--- src/rtl/psw_pkg.sv ---
package psw_pkg;
  typedef enum logic [2:0] {
    OP_NONE = 3'd0,
    OP_ADD  = 3'd1,
    OP_ADDC = 3'd2,
    OP_SUBB = 3'd3,
    OP_MUL  = 3'd4,
    OP_DIV  = 3'd5
  } psw_op_e;

  localparam int B_CY  = 7;
  localparam int B_AC  = 6;
  localparam int B_UF0 = 5;
  localparam int B_BK1 = 4;
  localparam int B_BK0 = 3;
  localparam int B_OV  = 2;
  localparam int B_UF1 = 1;
  localparam int B_PAR = 0;

  typedef struct packed {
    logic cy;
    logic ac;
    logic ov;
  } arith_flags_t;

  typedef struct packed {
    logic cy;
    logic ac;
    logic ov;
  } flag_en_t;
endpackage

--- src/rtl/psw_rst_sync.sv ---
module psw_rst_sync #(
  parameter int STAGES = 2
) (
  input  logic clk,
  input  logic rst_n,
  output logic rst_sync_n
);
  logic [STAGES-1:0] chain_q;

  always_ff @(posedge clk or negedge rst_n) begin
    if (!rst_n) chain_q <= '0;
    else        chain_q <= {chain_q[STAGES-2:0], 1'b1};
  end

  assign rst_sync_n = chain_q[STAGES-1];
endmodule

--- src/rtl/psw_flag_calc.sv ---
module psw_flag_calc
  import psw_pkg::*;
#(
  parameter int DW = 8
) (
  input  logic [2:0]    op_code,
  input  logic [DW-1:0] opnd_a,
  input  logic [DW-1:0] opnd_b,
  input  logic          cy_cur,
  output arith_flags_t  flags,
  output flag_en_t      flag_en
);
  localparam int NW = DW / 2;

  logic          cin;
  logic [DW:0]   add_s;
  logic [DW:0]   sub_d;
  logic [NW:0]   add_n;
  logic [NW:0]   sub_n;
  logic [2*DW-1:0] prod;
  psw_op_e       op;

  always_comb begin
    op    = psw_op_e'(op_code);
    cin   = ((op == OP_ADDC) || (op == OP_SUBB)) ? cy_cur : 1'b0;
    add_s = {1'b0, opnd_a} + {1'b0, opnd_b} + {{DW{1'b0}}, cin};
    sub_d = {1'b0, opnd_a} - {1'b0, opnd_b} - {{DW{1'b0}}, cin};
    add_n = {1'b0, opnd_a[NW-1:0]} + {1'b0, opnd_b[NW-1:0]} + {{NW{1'b0}}, cin};
    sub_n = {1'b0, opnd_a[NW-1:0]} - {1'b0, opnd_b[NW-1:0]} - {{NW{1'b0}}, cin};
    prod  = {{DW{1'b0}}, opnd_a} * {{DW{1'b0}}, opnd_b};
  end

  always_comb begin
    flags   = '0;
    flag_en = '0;
    unique case (op)
      OP_ADD, OP_ADDC: begin
        flag_en  = '{cy: 1'b1, ac: 1'b1, ov: 1'b1};
        flags.cy = add_s[DW];
        flags.ac = add_n[NW];
        flags.ov = (opnd_a[DW-1] == opnd_b[DW-1]) && (add_s[DW-1] != opnd_a[DW-1]);
      end
      OP_SUBB: begin
        flag_en  = '{cy: 1'b1, ac: 1'b1, ov: 1'b1};
        flags.cy = sub_d[DW];
        flags.ac = sub_n[NW];
        flags.ov = (opnd_a[DW-1] != opnd_b[DW-1]) && (sub_d[DW-1] != opnd_a[DW-1]);
      end
      OP_MUL: begin
        flag_en  = '{cy: 1'b1, ac: 1'b0, ov: 1'b1};
        flags.ov = |prod[2*DW-1:DW];
      end
      OP_DIV: begin
        flag_en  = '{cy: 1'b1, ac: 1'b0, ov: 1'b1};
        flags.ov = (opnd_b == '0);
      end
      default: begin
        flag_en = '0;
      end
    endcase
  end
endmodule

--- src/rtl/psw_parity.sv ---
module psw_parity #(
  parameter int DW = 8
) (
  input  logic [DW-1:0] acc,
  output logic          par
);
  assign par = ^acc;
endmodule

--- src/rtl/psw_bank_map.sv ---
module psw_bank_map #(
  parameter int IDX_W  = 3,
  parameter int BANK_W = 2,
  parameter int ADDR_W = 8
) (
  input  logic [BANK_W-1:0] bank,
  input  logic [IDX_W-1:0]  idx,
  output logic [ADDR_W-1:0] addr
);
  localparam int PAD_W = ADDR_W - BANK_W - IDX_W;

  generate
    if (PAD_W > 0) begin : g_pad
      assign addr = {{PAD_W{1'b0}}, bank, idx};
    end else begin : g_nopad
      assign addr = {bank, idx};
    end
  endgenerate
endmodule

--- src/rtl/psw_unit.sv ---
module psw_unit
  import psw_pkg::*;
#(
  parameter int          DW       = 8,
  parameter int          IDX_W    = 3,
  parameter int          ADDR_W   = 8,
  parameter logic [7:0]  PSW_ADDR = 8'hD0
) (
  input  logic              clk,
  input  logic              rst_n,
  input  logic [2:0]        op_code,
  input  logic [DW-1:0]     opnd_a,
  input  logic [DW-1:0]     opnd_b,
  input  logic [DW-1:0]     acc,
  input  logic [7:0]        sfr_addr,
  input  logic              sfr_wr,
  input  logic [DW-1:0]     sfr_wdata,
  output logic [DW-1:0]     sfr_rdata,
  input  logic [7:0]        bit_addr,
  input  logic              bit_wr,
  input  logic              bit_wval,
  output logic              bit_rdata,
  input  logic [IDX_W-1:0]  reg_idx,
  output logic [ADDR_W-1:0] ram_addr,
  output logic [DW-1:0]     psw
);
  localparam int BANK_W = 2;
  localparam int SEL_W  = $clog2(DW);

  logic          rst_sync_n;
  logic [DW-1:1] word_q;
  logic [DW-1:1] word_d;
  logic          word_en;
  logic          par;
  logic          byte_hit;
  logic          bit_hit;
  logic [SEL_W-1:0] bit_sel;
  arith_flags_t  flags;
  flag_en_t      flag_en;

  psw_rst_sync #(.STAGES(2)) u_rst (
    .clk        (clk),
    .rst_n      (rst_n),
    .rst_sync_n (rst_sync_n)
  );

  psw_flag_calc #(.DW(DW)) u_calc (
    .op_code (op_code),
    .opnd_a  (opnd_a),
    .opnd_b  (opnd_b),
    .cy_cur  (word_q[B_CY]),
    .flags   (flags),
    .flag_en (flag_en)
  );

  psw_parity #(.DW(DW)) u_par (
    .acc (acc),
    .par (par)
  );

  psw_bank_map #(.IDX_W(IDX_W), .BANK_W(BANK_W), .ADDR_W(ADDR_W)) u_bank (
    .bank (word_q[B_BK1:B_BK0]),
    .idx  (reg_idx),
    .addr (ram_addr)
  );

  assign byte_hit = sfr_wr && (sfr_addr == PSW_ADDR);
  assign bit_hit  = bit_wr && (bit_addr[7:SEL_W] == PSW_ADDR[7:SEL_W]);
  assign bit_sel  = bit_addr[SEL_W-1:0];
  assign word_en  = byte_hit || bit_hit || (|flag_en);

  always_comb begin
    word_d = word_q;
    if (flag_en.cy) word_d[B_CY] = flags.cy;
    if (flag_en.ac) word_d[B_AC] = flags.ac;
    if (flag_en.ov) word_d[B_OV] = flags.ov;
    if (bit_hit && (bit_sel != SEL_W'(B_PAR))) word_d[bit_sel] = bit_wval;
    if (byte_hit) word_d = sfr_wdata[DW-1:1];
  end

  always_ff @(posedge clk or negedge rst_sync_n) begin
    if (!rst_sync_n)  word_q <= '0;
    else if (word_en) word_q <= word_d;
  end

  assign psw       = {word_q, par};
  assign sfr_rdata = (sfr_addr == PSW_ADDR) ? psw : '0;
  assign bit_rdata = (bit_addr[7:SEL_W] == PSW_ADDR[7:SEL_W]) ? psw[bit_sel] : 1'b0;
endmodule

--- config.mk ---
export PLATFORM = sky130hd
export DESIGN_NAME = psw_unit
export DESIGN_NICKNAME = d
export VERILOG_FILES = /design/src/rtl/psw_pkg.sv /design/src/rtl/psw_rst_sync.sv /design/src/rtl/psw_flag_calc.sv /design/src/rtl/psw_parity.sv /design/src/rtl/psw_bank_map.sv /design/src/rtl/psw_unit.sv
export SDC_FILE = /design/constraint.sdc
export NUM_CORES = 1
export LEC_CHECK = 0
export BUFFER_PORTS_ARGS = -buffer_cell sky130_fd_sc_hd__buf_4
export CAP_MARGIN = 20
export CORE_UTILIZATION = 45
export CTS_CLUSTER_DIAMETER = 120
export CTS_CLUSTER_SIZE = 30
export DETAILED_ROUTE_END_ITERATION = 8
export MAX_ROUTING_LAYER = met4
export PLACE_DENSITY = 0.78
export RECOVER_POWER = 25
export SYNTH_ARGS = -nofsm -noshare
export SYNTH_HDL_FRONTEND = slang
export SYNTH_SLANG_ARGS = --single-unit
--- constraint.sdc ---
create_clock -name clk -period 4.2 [get_ports clk]
set_input_delay 0.42 -clock clk [delete_from_list [all_inputs] [get_ports clk]]
set_output_delay 0.42 -clock clk [all_outputs]
set_load 0.02 [all_outputs]
# Word level (Yosys, flattened, before mapping)
# Cells that the tools add are included.
dict set report word_totals {
  ff_bits 9
  inputBits 59
  output_inout_bits 25
  wordCells 60
}
dict set report classes {
  muxes 16
  mul 1
  n_reduce_logical 19
  n_eq_ne 11
  magnitude_cmp 2
  add_sub_neg 8
}
# cell n
set op_table {}
lappend op_table {{$mul A8 B8 Y16} 1}
lappend op_table {{$mux W7} 2}
lappend op_table {{$add A8 B8 Y9} 1}
lappend op_table {{$add A9 B1 Y9} 1}
lappend op_table {{$sub A8 B8 Y9} 1}
lappend op_table {{$sub A9 B1 Y9} 1}
lappend op_table {{$eq A8 B8 Y1 const B} 1}
lappend op_table {{$logic_not A8 Y1} 1}
lappend op_table {{$mux W8} 1}
lappend op_table {{$reduce_or A8 Y1} 1}
lappend op_table {{$reduce_xor A8 Y1} 1}
lappend op_table {{$bwmux W7} 1}
lappend op_table {{$mux W1} 7}
lappend op_table {{$eq A3 B2 Y1 const B} 2}
lappend op_table {{$eq A3 B3 Y1 const B} 2}
lappend op_table {{$logic_and A1 B1 Y1} 6}
lappend op_table {{$pmux W3 S2} 1}
lappend op_table {{$reduce_or A3 Y1} 2}
lappend op_table {{$add A4 B4 Y5} 1}
lappend op_table {{$add A5 B1 Y5} 1}
lappend op_table {{$eq A5 B5 Y1 const B} 1}
lappend op_table {{$sub A4 B4 Y5} 1}
lappend op_table {{$sub A5 B1 Y5} 1}
lappend op_table {{$lt A3 B4 Y1 const B} 1}
lappend op_table {{13 further kinds} 18}

# Logic depth before layout (Yosys ltp)
# Gate-level depths: netlist of run 1.
dict set report depth {
  depth_word 11
  ltp_mapped 17
  mapped_depth_nobuf 16
}

# By module
# Synthesis of run 1 repeated with hierarchy kept, for this count alone.
dict set report unflattened {
  hier_cells 423
  area_unflattened_um2 3548.4
}
# module cells_per_inst instances seq_area_each_um2 area_each_um2
set by_module_without_submodules {}
lappend by_module_without_submodules {psw_flag_calc 320 1 0.0 2627.5}
lappend by_module_without_submodules {psw_unit 84 1 175.2 742.0}
lappend by_module_without_submodules {psw_bank_map 9 1 0.0 63.8}
lappend by_module_without_submodules {psw_parity 7 1 0.0 61.3}
lappend by_module_without_submodules {psw_rst_sync 3 1 50.0 53.8}

# Worst setup path before layout of run 1
# Ideal clock, no wire load.
dict set report synth_path {
  path_type {input -> register}
  startpoint {in opnd_a[4]}
  endpoint {reg word_q[2] (netlist name)}
  n_path_buf 0
  required_time_ns 4.063
  stages 14
  arrival_ns 4.345
  path_slack_ns -0.281
  setup_time_ns 0.137
  path_cell_list {ha_1 -> fa_1 -> inv_1 -> fa_1 -> fa_1 -> fa_1 -> inv_1 -> ha_1 -> a21o_1 -> a32oi_1 -> o21ai_1 -> or3_1 -> a2111oi_2 -> a31oi_1}
}
dict set report synth_via {
  elab_chain_cells 9
  word_cells_on_any_way 15
  cone_classes {add/sub: 4; mul: 1; eq/ne: 2; mux: 5; reduce/logical: 3}
}
# item line_no
set synth_rtl {}
lappend synth_rtl {{start: declaration} psw_unit.sv:12} ;# input logic [DW-1:0] opnd_a,
lappend synth_rtl {{branches (longest 4 deep; another with $mul A8 B8 Y16)} --}
lappend synth_rtl {{$pmux W1 S4 (*)} psw_flag_calc.sv:36} ;# unique case (op)
lappend synth_rtl {{$mux W1 (*)} psw_unit.sv:76} ;# if (flag_en.ov) word_d[B_OV] = flags.ov;
lappend synth_rtl {{$bwmux W7} psw_unit.sv:77} ;# if (bit_hit && (bit_sel != SEL_W'(B_PAR))) word_d[bit_sel] = bit_wval;
lappend synth_rtl {{$mux W7 (*)} psw_unit.sv:77}
lappend synth_rtl {{$mux W7 (*)} psw_unit.sv:78} ;# if (byte_hit) word_d = sfr_wdata[DW-1:1];
lappend synth_rtl {{end signal: assignment} psw_unit.sv:83} ;# else if (word_en) word_q <= word_d;
lappend synth_rtl {{end: declaration} psw_unit.sv:31} ;# logic [DW-1:1] word_q;
# Every way passes the cells marked *. The select of a mux whose other input is x is not followed.
# A chain may end at the register's enable or synchronous reset.

# Final worst setup path of run 1
dict set report layout_path {
  startpoint {in opnd_b[4]}
  endpoint {reg word_q[2] (netlist name)}
}
dict set report layout_via {
  elab_chain_cells 9
  word_cells_on_any_way 16
  cone_classes {add/sub: 4; mul: 1; eq/ne: 2; mux: 5; reduce/logical: 4}
}
# item line_no
set layout_rtl {}
lappend layout_rtl {{start: declaration} psw_unit.sv:13} ;# input logic [DW-1:0] opnd_b,
lappend layout_rtl {{branches (longest 4 deep; another with $mul A8 B8 Y16)} --}
lappend layout_rtl {{$pmux W1 S4 (*)} psw_flag_calc.sv:36}
lappend layout_rtl {{$mux W1 (*)} psw_unit.sv:76}
lappend layout_rtl {{$bwmux W7} psw_unit.sv:77}
lappend layout_rtl {{$mux W7 (*)} psw_unit.sv:77}
lappend layout_rtl {{$mux W7 (*)} psw_unit.sv:78}
# Marked as above.

==> results of run 1 <==
==> per-stage QoR <==
step                utilization (%)  cell area, um2  power (W)  setup slack (ns)  std cells
floorplan                         -            3530   0.000895           0.00668        423
global placement               59.9            4420    0.00125            -0.245        619
detailed placement             59.9            4420    0.00128            -0.328        619
CTS                            62.1            4580    0.00145           -0.0298        626
global route                   63.1            4650    0.00168            -0.151        626
finish                         63.1            4650    0.00153           0.00401        626
==> final cells by class <==
type                            instances  area (um2)
Clock buffer                            4        45.0
Fill cell                             644        2720
Inverter                               66         248
Multi-Input combinational cell        331        3090
Sequential cell                         9         225
Tap cell                               99         124
Timing Repair Buffer                  117         925
==> flip-flops by register name, indices dropped and copies added (netlist names) <==
register and flops:
u_rst.chain_q 2, word_q 7
==> power by group through the flow <==
stage	registers, W	clock network (W)	logic [W]
after CTS	0.000115	0.0000984	0.00124
after floorplan	0.000123	0	0.000772
after detailed placement	0.000116	0	0.00116
after global routing	0.000118	0.000105	0.00146
final	0.000116	0.0000958	0.00132
after global placement	0.000116	0	0.00113
==> synthesized netlist by cell type (all sizes together) (2+ instances only) <==
master / n / area share (%)
a2111oi: 2 / 0.68
a211oi: 4 / 0.86
a21o: 4 / 0.86
a21oi: 16 / 2.3
a31oi: 5 / 0.90
and2: 23 / 4.1
and3: 10 / 2.0
and4b: 2 / 0.57
buf: 13 / 2.7
clkbuf: 4 / 0.47
conb: 2 / 0.22
dfrtp: 9 / 6.4
fa: 37 / 21
ha: 52 / 19
inv: 66 / 7.1
mux2i: 9 / 2.6
nand2: 29 / 3.1
nand2b: 2 / 0.36
nand3: 13 / 1.9
nand3b: 5 / 1.1
nand4b: 3 / 0.75
nor2: 30 / 3.2
nor2b: 4 / 0.72
nor3: 6 / 0.86
nor3b: 3 / 0.64
nor4: 6 / 1.5
nor4b: 2 / 0.50
o211ai: 3 / 0.64
o21a: 2 / 0.43
o21ai: 13 / 1.9
o22ai: 2 / 0.36
o311ai: 2 / 0.50
o31ai: 2 / 0.43
o41ai: 3 / 0.75
or3: 2 / 0.36
xnor2: 7 / 1.8
xor2: 4 / 1.0
==> repair_timing <==
| action | in CTS | in global routing |
|---|---|---|
| endpoints found under the setup margin | 1 | 1 |
| setup buffers | 2 | 0 |
| resized for setup | 19 | 16 |
| hold buffers | 1 | 0 |
| pin swaps | 17 | 16 |
| hold endpoints to repair | 2 | 0 |
==> metal layers <==
metal | GRT usage [%] | part of all wire (%) | vias up
li1 | - | - | 1643
met1 | 33.6 | 44 | 1672
met2 | 43.6 | 49 | 139
met3 | 2.28 | 5.3 | 12
met4 | 3.49 | 1.1 | 0
met5 | - | 0 | -
==> final timing paths <==
path	start	end
worst min register to register	u_rst.chain_q[1]	word_q[1]
worst min-delay path	u_rst.chain_q[1]	word_q[1]
worst max-delay path	opnd_b[4]	word_q[2]
min in group clk	u_rst.chain_q[0]	u_rst.chain_q[1]
worst max register to register	word_q[7]	word_q[2]
max in group asynchronous	rst_n	u_rst.chain_q[0]
==> critical path: cells and delay by family <==
kind | cells | cell delay (ns)
simple gates | 1 | 0.33
buf+inv | 3 | 0.24
compound gates | 5 | 0.95
fa+ha+maj | 6 | 2.36
==> cells by family (layout without fill, tap and decap cells) <==
group,Yosys count,count (layout),synth area share (%)
DFF,9,9,6.45
adders and majority gates,89,89,39.8
AOI/OAI and AO/OA,69,69,13.6
other,2,4,0.215
muxes,11,11,3.55
buffers and inverters,83,187,10.2
xor gates and xnor gates,11,11,2.76
and+or+nand+nor,147,147,23.4
==> flow_metrics.tcl, run 1 <==
set metrics [dict create \
    ys_seq_area_share_pct 6.45 \
    ys_warn_count 0 \
    cts_max_level 1 \
    finalSetupViolCount 0 \
    netlist-cell-type-count 64 \
    hold_ws_ns 0.108 \
    antenna_left 0 \
    clock_skew_ns 0.00246 \
    pwr-share-seq_pct 7.6 \
    hpwl_mm 8.58 \
    area_growth_pct 33.2 \
    drt-wirelength-per-cell_um 16.0 \
    critPathMostFrequentCell "fa_1" \
    rsz0062_at_grt "yes" \
    overflow 0 \
    fin_crit_ns 4.20 \
    wl_mm 10.0 \
    cts_tree "done" \
    worst_slew_pin_slew_ns 0.593 \
    r2r_cells 9 \
    fin_nets 676 \
    vias_per_cell 5.54 \
    end_kind "register" \
    antenna_cells 0 \
    die_y_um 90.1 \
    post-route-drc-count 0 \
    combPwrFrac_pct 86.2 \
    p_switching_w 0.000708 \
    syn_area_um2 3490 \
    cp.arrival_ns 4.29 \
    layout_common_cells "buf_4 (107), inv_1 (65), ha_1 (42), fa_1 (32), nor2_1 (30)" \
    fp-row-count 31 \
    min_path_type "reg2async" \
    antenna_found_initial 0 \
    clk_latency_ns 0.23 \
    crit_chain "buf_6 > ha_4 > fa_1 > inv_1 > fa_2 > fa_1 > fa_1 > inv_1 > ha_4 > a21o_1 > a32oi_2 > o21ai_2 > or3_1 > a2111oi_2 > a31oi_1" \
    hold_violations 0 \
    synth_cells 421 \
    fp.dieW_um 90.1 \
    place_congestion 0.989 \
    r2r_slack_ns 1.41 \
    crit_fanout 7 \
    grt_max_degree 13 \
    cp-start-kind "input pin" \
    io_pins 84 \
    vias 3466 \
    path_class "in2reg" \
    core_um2 7370 \
    initial_core_util_pct 47.4 \
    grt_pass1_vias 3562 \
    maxSlewViolCount 0 \
    clkPwrFrac_pct 6.3 \
    cp.required_ns 4.29 \
    cts_sinks 9 \
    cts_buffer_depth 2 \
    slew_headroom_pct 60.1 \
    cap_violations 0 \
    setup_tns_ns 0 \
    numCtsBuffers 3 \
    leakage_nw 2.36 \
    drive_above_1_share_pct 29.2 \
    async_reset_ff_share_pct 100 \
    power_density_nw_per_um2 329 \
    die_area_um2 8120 \
    portBuffers 73 \
    period_share_pct 99.9 \
    synth_edf_count 0 \
    grtUsageTotal_pct 25.5 \
    max_freq_mhz 238 \
    switching_share_pct 46.3 \
    intPower_w 0.000823 \
    status "completed" \
    synth_flop_cell "dfrtp_1" \
    ys_ff_latch 9 \
    cp_slowest_stage_delay_ns 0.53 \
    peakVddDrop_v 0.000257 \
    path_clk_slew_ns 0.04 \
    mostFrequentLayoutCell "buf_4" \
    drtPass1Iterations 6 \
    grt_pass1_wl_mm 16.6 \
    drt_iter0_drc 232 \
    cts_root_buf "clkbuf_8" \
    avgSynthCellArea_um2 8.29 \
    cpMaxStageDelayCell "fa_1" \
]
(Power assumes the default switching activity.)
==> inputs of run 2 (changes only) <==
--- a/config.mk
+++ b/config.mk
@@ -13,7 +13,7 @@
 export DETAILED_ROUTE_END_ITERATION = 8
 export MAX_ROUTING_LAYER = met4
 export PLACE_DENSITY = 0.78
-export RECOVER_POWER = 25
+export RECOVER_POWER = 50
 export SYNTH_ARGS = -nofsm -noshare
 export SYNTH_HDL_FRONTEND = slang
 export SYNTH_SLANG_ARGS = --single-unit
==> run 2 against run 1 <==
First-iteration DRC count stayed put. Fmax is essentially flat. Setup slack hardly changed. Critical path type unchanged. Critical endpoint unchanged. Largest cell class unchanged. Largest power group unchanged. Highest routed layer unchanged.
==> flow_metrics.tcl, run 2 (synthesized netlist as in run 1, its figures left out) <==
set metrics [dict create \
    status "completed" \
    period_share_pct 99.9 \
    antenna_cells 0 \
    io_pins 84 \
    overflow 0 \
    grtUsageTotal_pct 25.5 \
    cp.arrival_ns 4.29 \
    intPower_w 0.000817 \
    drtPass1Iterations 6 \
    max_freq_mhz 238 \
    worstReg2RegStart "word_q[7]" \
    cp_top_family "adder cells" \
    grt_pass1_vias 3562 \
    cp_num_buf_inv 3 \
    peakVddDrop_v 0.000256 \
    mostFrequentLayoutCell "buf_4" \
    switching_share_pct 46.4 \
    startpoint "opnd_b[4]" \
    die_area_um2 8120 \
    wl_mm 9.99 \
    p_switching_w 0.000707 \
    largest_register "word_q" \
    drt-wirelength-per-cell_um 16.0 \
    reg.largest.list "word_q (7), u_rst.chain_q (2)" \
    min_path_type "reg2async" \
    end_kind "register" \
    finalSetupViolCount 0 \
    drt_iter0_drc 232 \
    vias_per_cell 5.52 \
    leakage_nw 2.33 \
    post-route-drc-count 0 \
    power.total_w 0.00152 \
    r2r_slack_ns 1.40 \
    cts_buffer_depth 2 \
    hpwl_mm 8.58 \
    worst_slew_pin_slew_ns 0.595 \
    initial_core_util_pct 47.4 \
    antenna_left 0 \
    critPathMostFrequentCell "fa_1" \
    antenna_found_initial 0 \
    numCtsBuffers 3 \
    clock_skew_ns 0.00268 \
    cp.required_ns 4.29 \
    fin_crit_ns 4.20 \
    crit_fanout 7 \
    r2r_cells 9 \
    layout_common_cells "buf_4 (101), inv_1 (65), ha_1 (42), fa_1 (32), nor2_1 (30)" \
    cts_sinks 9 \
    fp-row-count 31 \
    slew_headroom_pct 60.0 \
    r2r-end "word_q[2]" \
    portBuffers 73 \
    core_um2 7370 \
    fin_nets 676 \
    cap_violations 0 \
    fp.dieW_um 90.1 \
    cp_slowest_stage_delay_ns 0.53 \
    grt_pass1_wl_mm 16.6 \
    cp-start-kind "input pin" \
    setup_tns_ns 0 \
    maxSlewViolCount 0 \
    grt_max_degree 13 \
    drive_above_1_share_pct 28.1 \
    cp.depth 15 \
    cts_max_level 1 \
    place_congestion 0.989 \
    worst_slack_ns 0.00366 \
    cts_root_buf "clkbuf_8" \
    path_clk_slew_ns 0.04 \
    rsz0062_at_grt "yes" \
    cpMaxStageDelayCell "fa_1" \
    clkPwrFrac_pct 6.3 \
    place_ws_ns -0.328 \
    clk_latency_ns 0.23 \
    path_class "in2reg" \
    hold_ws_ns 0.108 \
    vias 3458 \
    crit_chain "buf_6 > ha_4 > fa_1 > inv_1 > fa_2 > fa_1 > fa_1 > inv_1 > ha_4 > a21o_1 > a32oi_2 > o21ai_2 > or3_1 > a2111oi_2 > a31oi_1" \
    cts_tree "done" \
    die_y_um 90.1 \
    pwr-share-seq_pct 7.6 \
    area_growth_pct 32.6 \
    combPwrFrac_pct 86.1 \
    power_density_nw_per_um2 329 \
    largest_reg_flops 7 \
    hold_violations 0 \
]
[run 2: through the flow]
| stage | std cells | utilization [%] | cell area [um2] |
|---|---|---|---|
| after floorplan | 423 | - | 3530 |
| final | 626 | 62.8 | 4630 |
| after global placement | 619 | 59.9 | 4420 |
| after CTS | 626 | 62.1 | 4580 |
| after global routing | 626 | 62.8 | 4630 |
| after detailed placement | 619 | 59.9 | 4420 |
[run 2: layout make-up]
| class | instances | area [um2] |
|---|---|---|
| sequential | 9 | 225 |
| timing repair buffer | 117 | 902 |
| tap | 99 | 124 |
| fill | 654 | 2740 |
| clock buffer | 4 | 45.0 |
| inverter | 66 | 248 |
| multi-input combinational | 331 | 3090 |
[run 2: repair_timing]
action                                 4_1_cts  5_1_grt
setup endpoints to repair                    1        1
hold buffers                                 1        0
setup buffers                                2        0
pin swaps                                   17       16
resized for setup                           19       16
endpoints found under the hold margin        2        0
[run 2: how the worst max path moves through the flow]
stage                     end
floorplan           word_q[2]
global placement    word_q[2]
detailed placement  word_q[2]
CTS                 word_q[2]
global route        word_q[2]
finish              word_q[2]
[run 2: power groups by stage]
stage | Combinational, W | Clock, W | Sequential [W]
2_1_floorplan | 0.000772 | 0 | 0.000123
3_3_place_gp | 0.00113 | 0 | 0.000116
3_5_place_dp | 0.00116 | 0 | 0.000116
4_1_cts | 0.00124 | 0.0000984 | 0.000115
5_1_grt | 0.00145 | 0.000105 | 0.000117
6_report | 0.00131 | 0.0000959 | 0.000116
[run 2: layer usage]
layer,GRT usage (%),vias up,part of all wire (%)
met5,-,-,0
met4,3.49,0,1.1
met3,2.28,12,4.7
met2,43.6,125,49
met1,33.6,1678,45
li1,-,1643,-
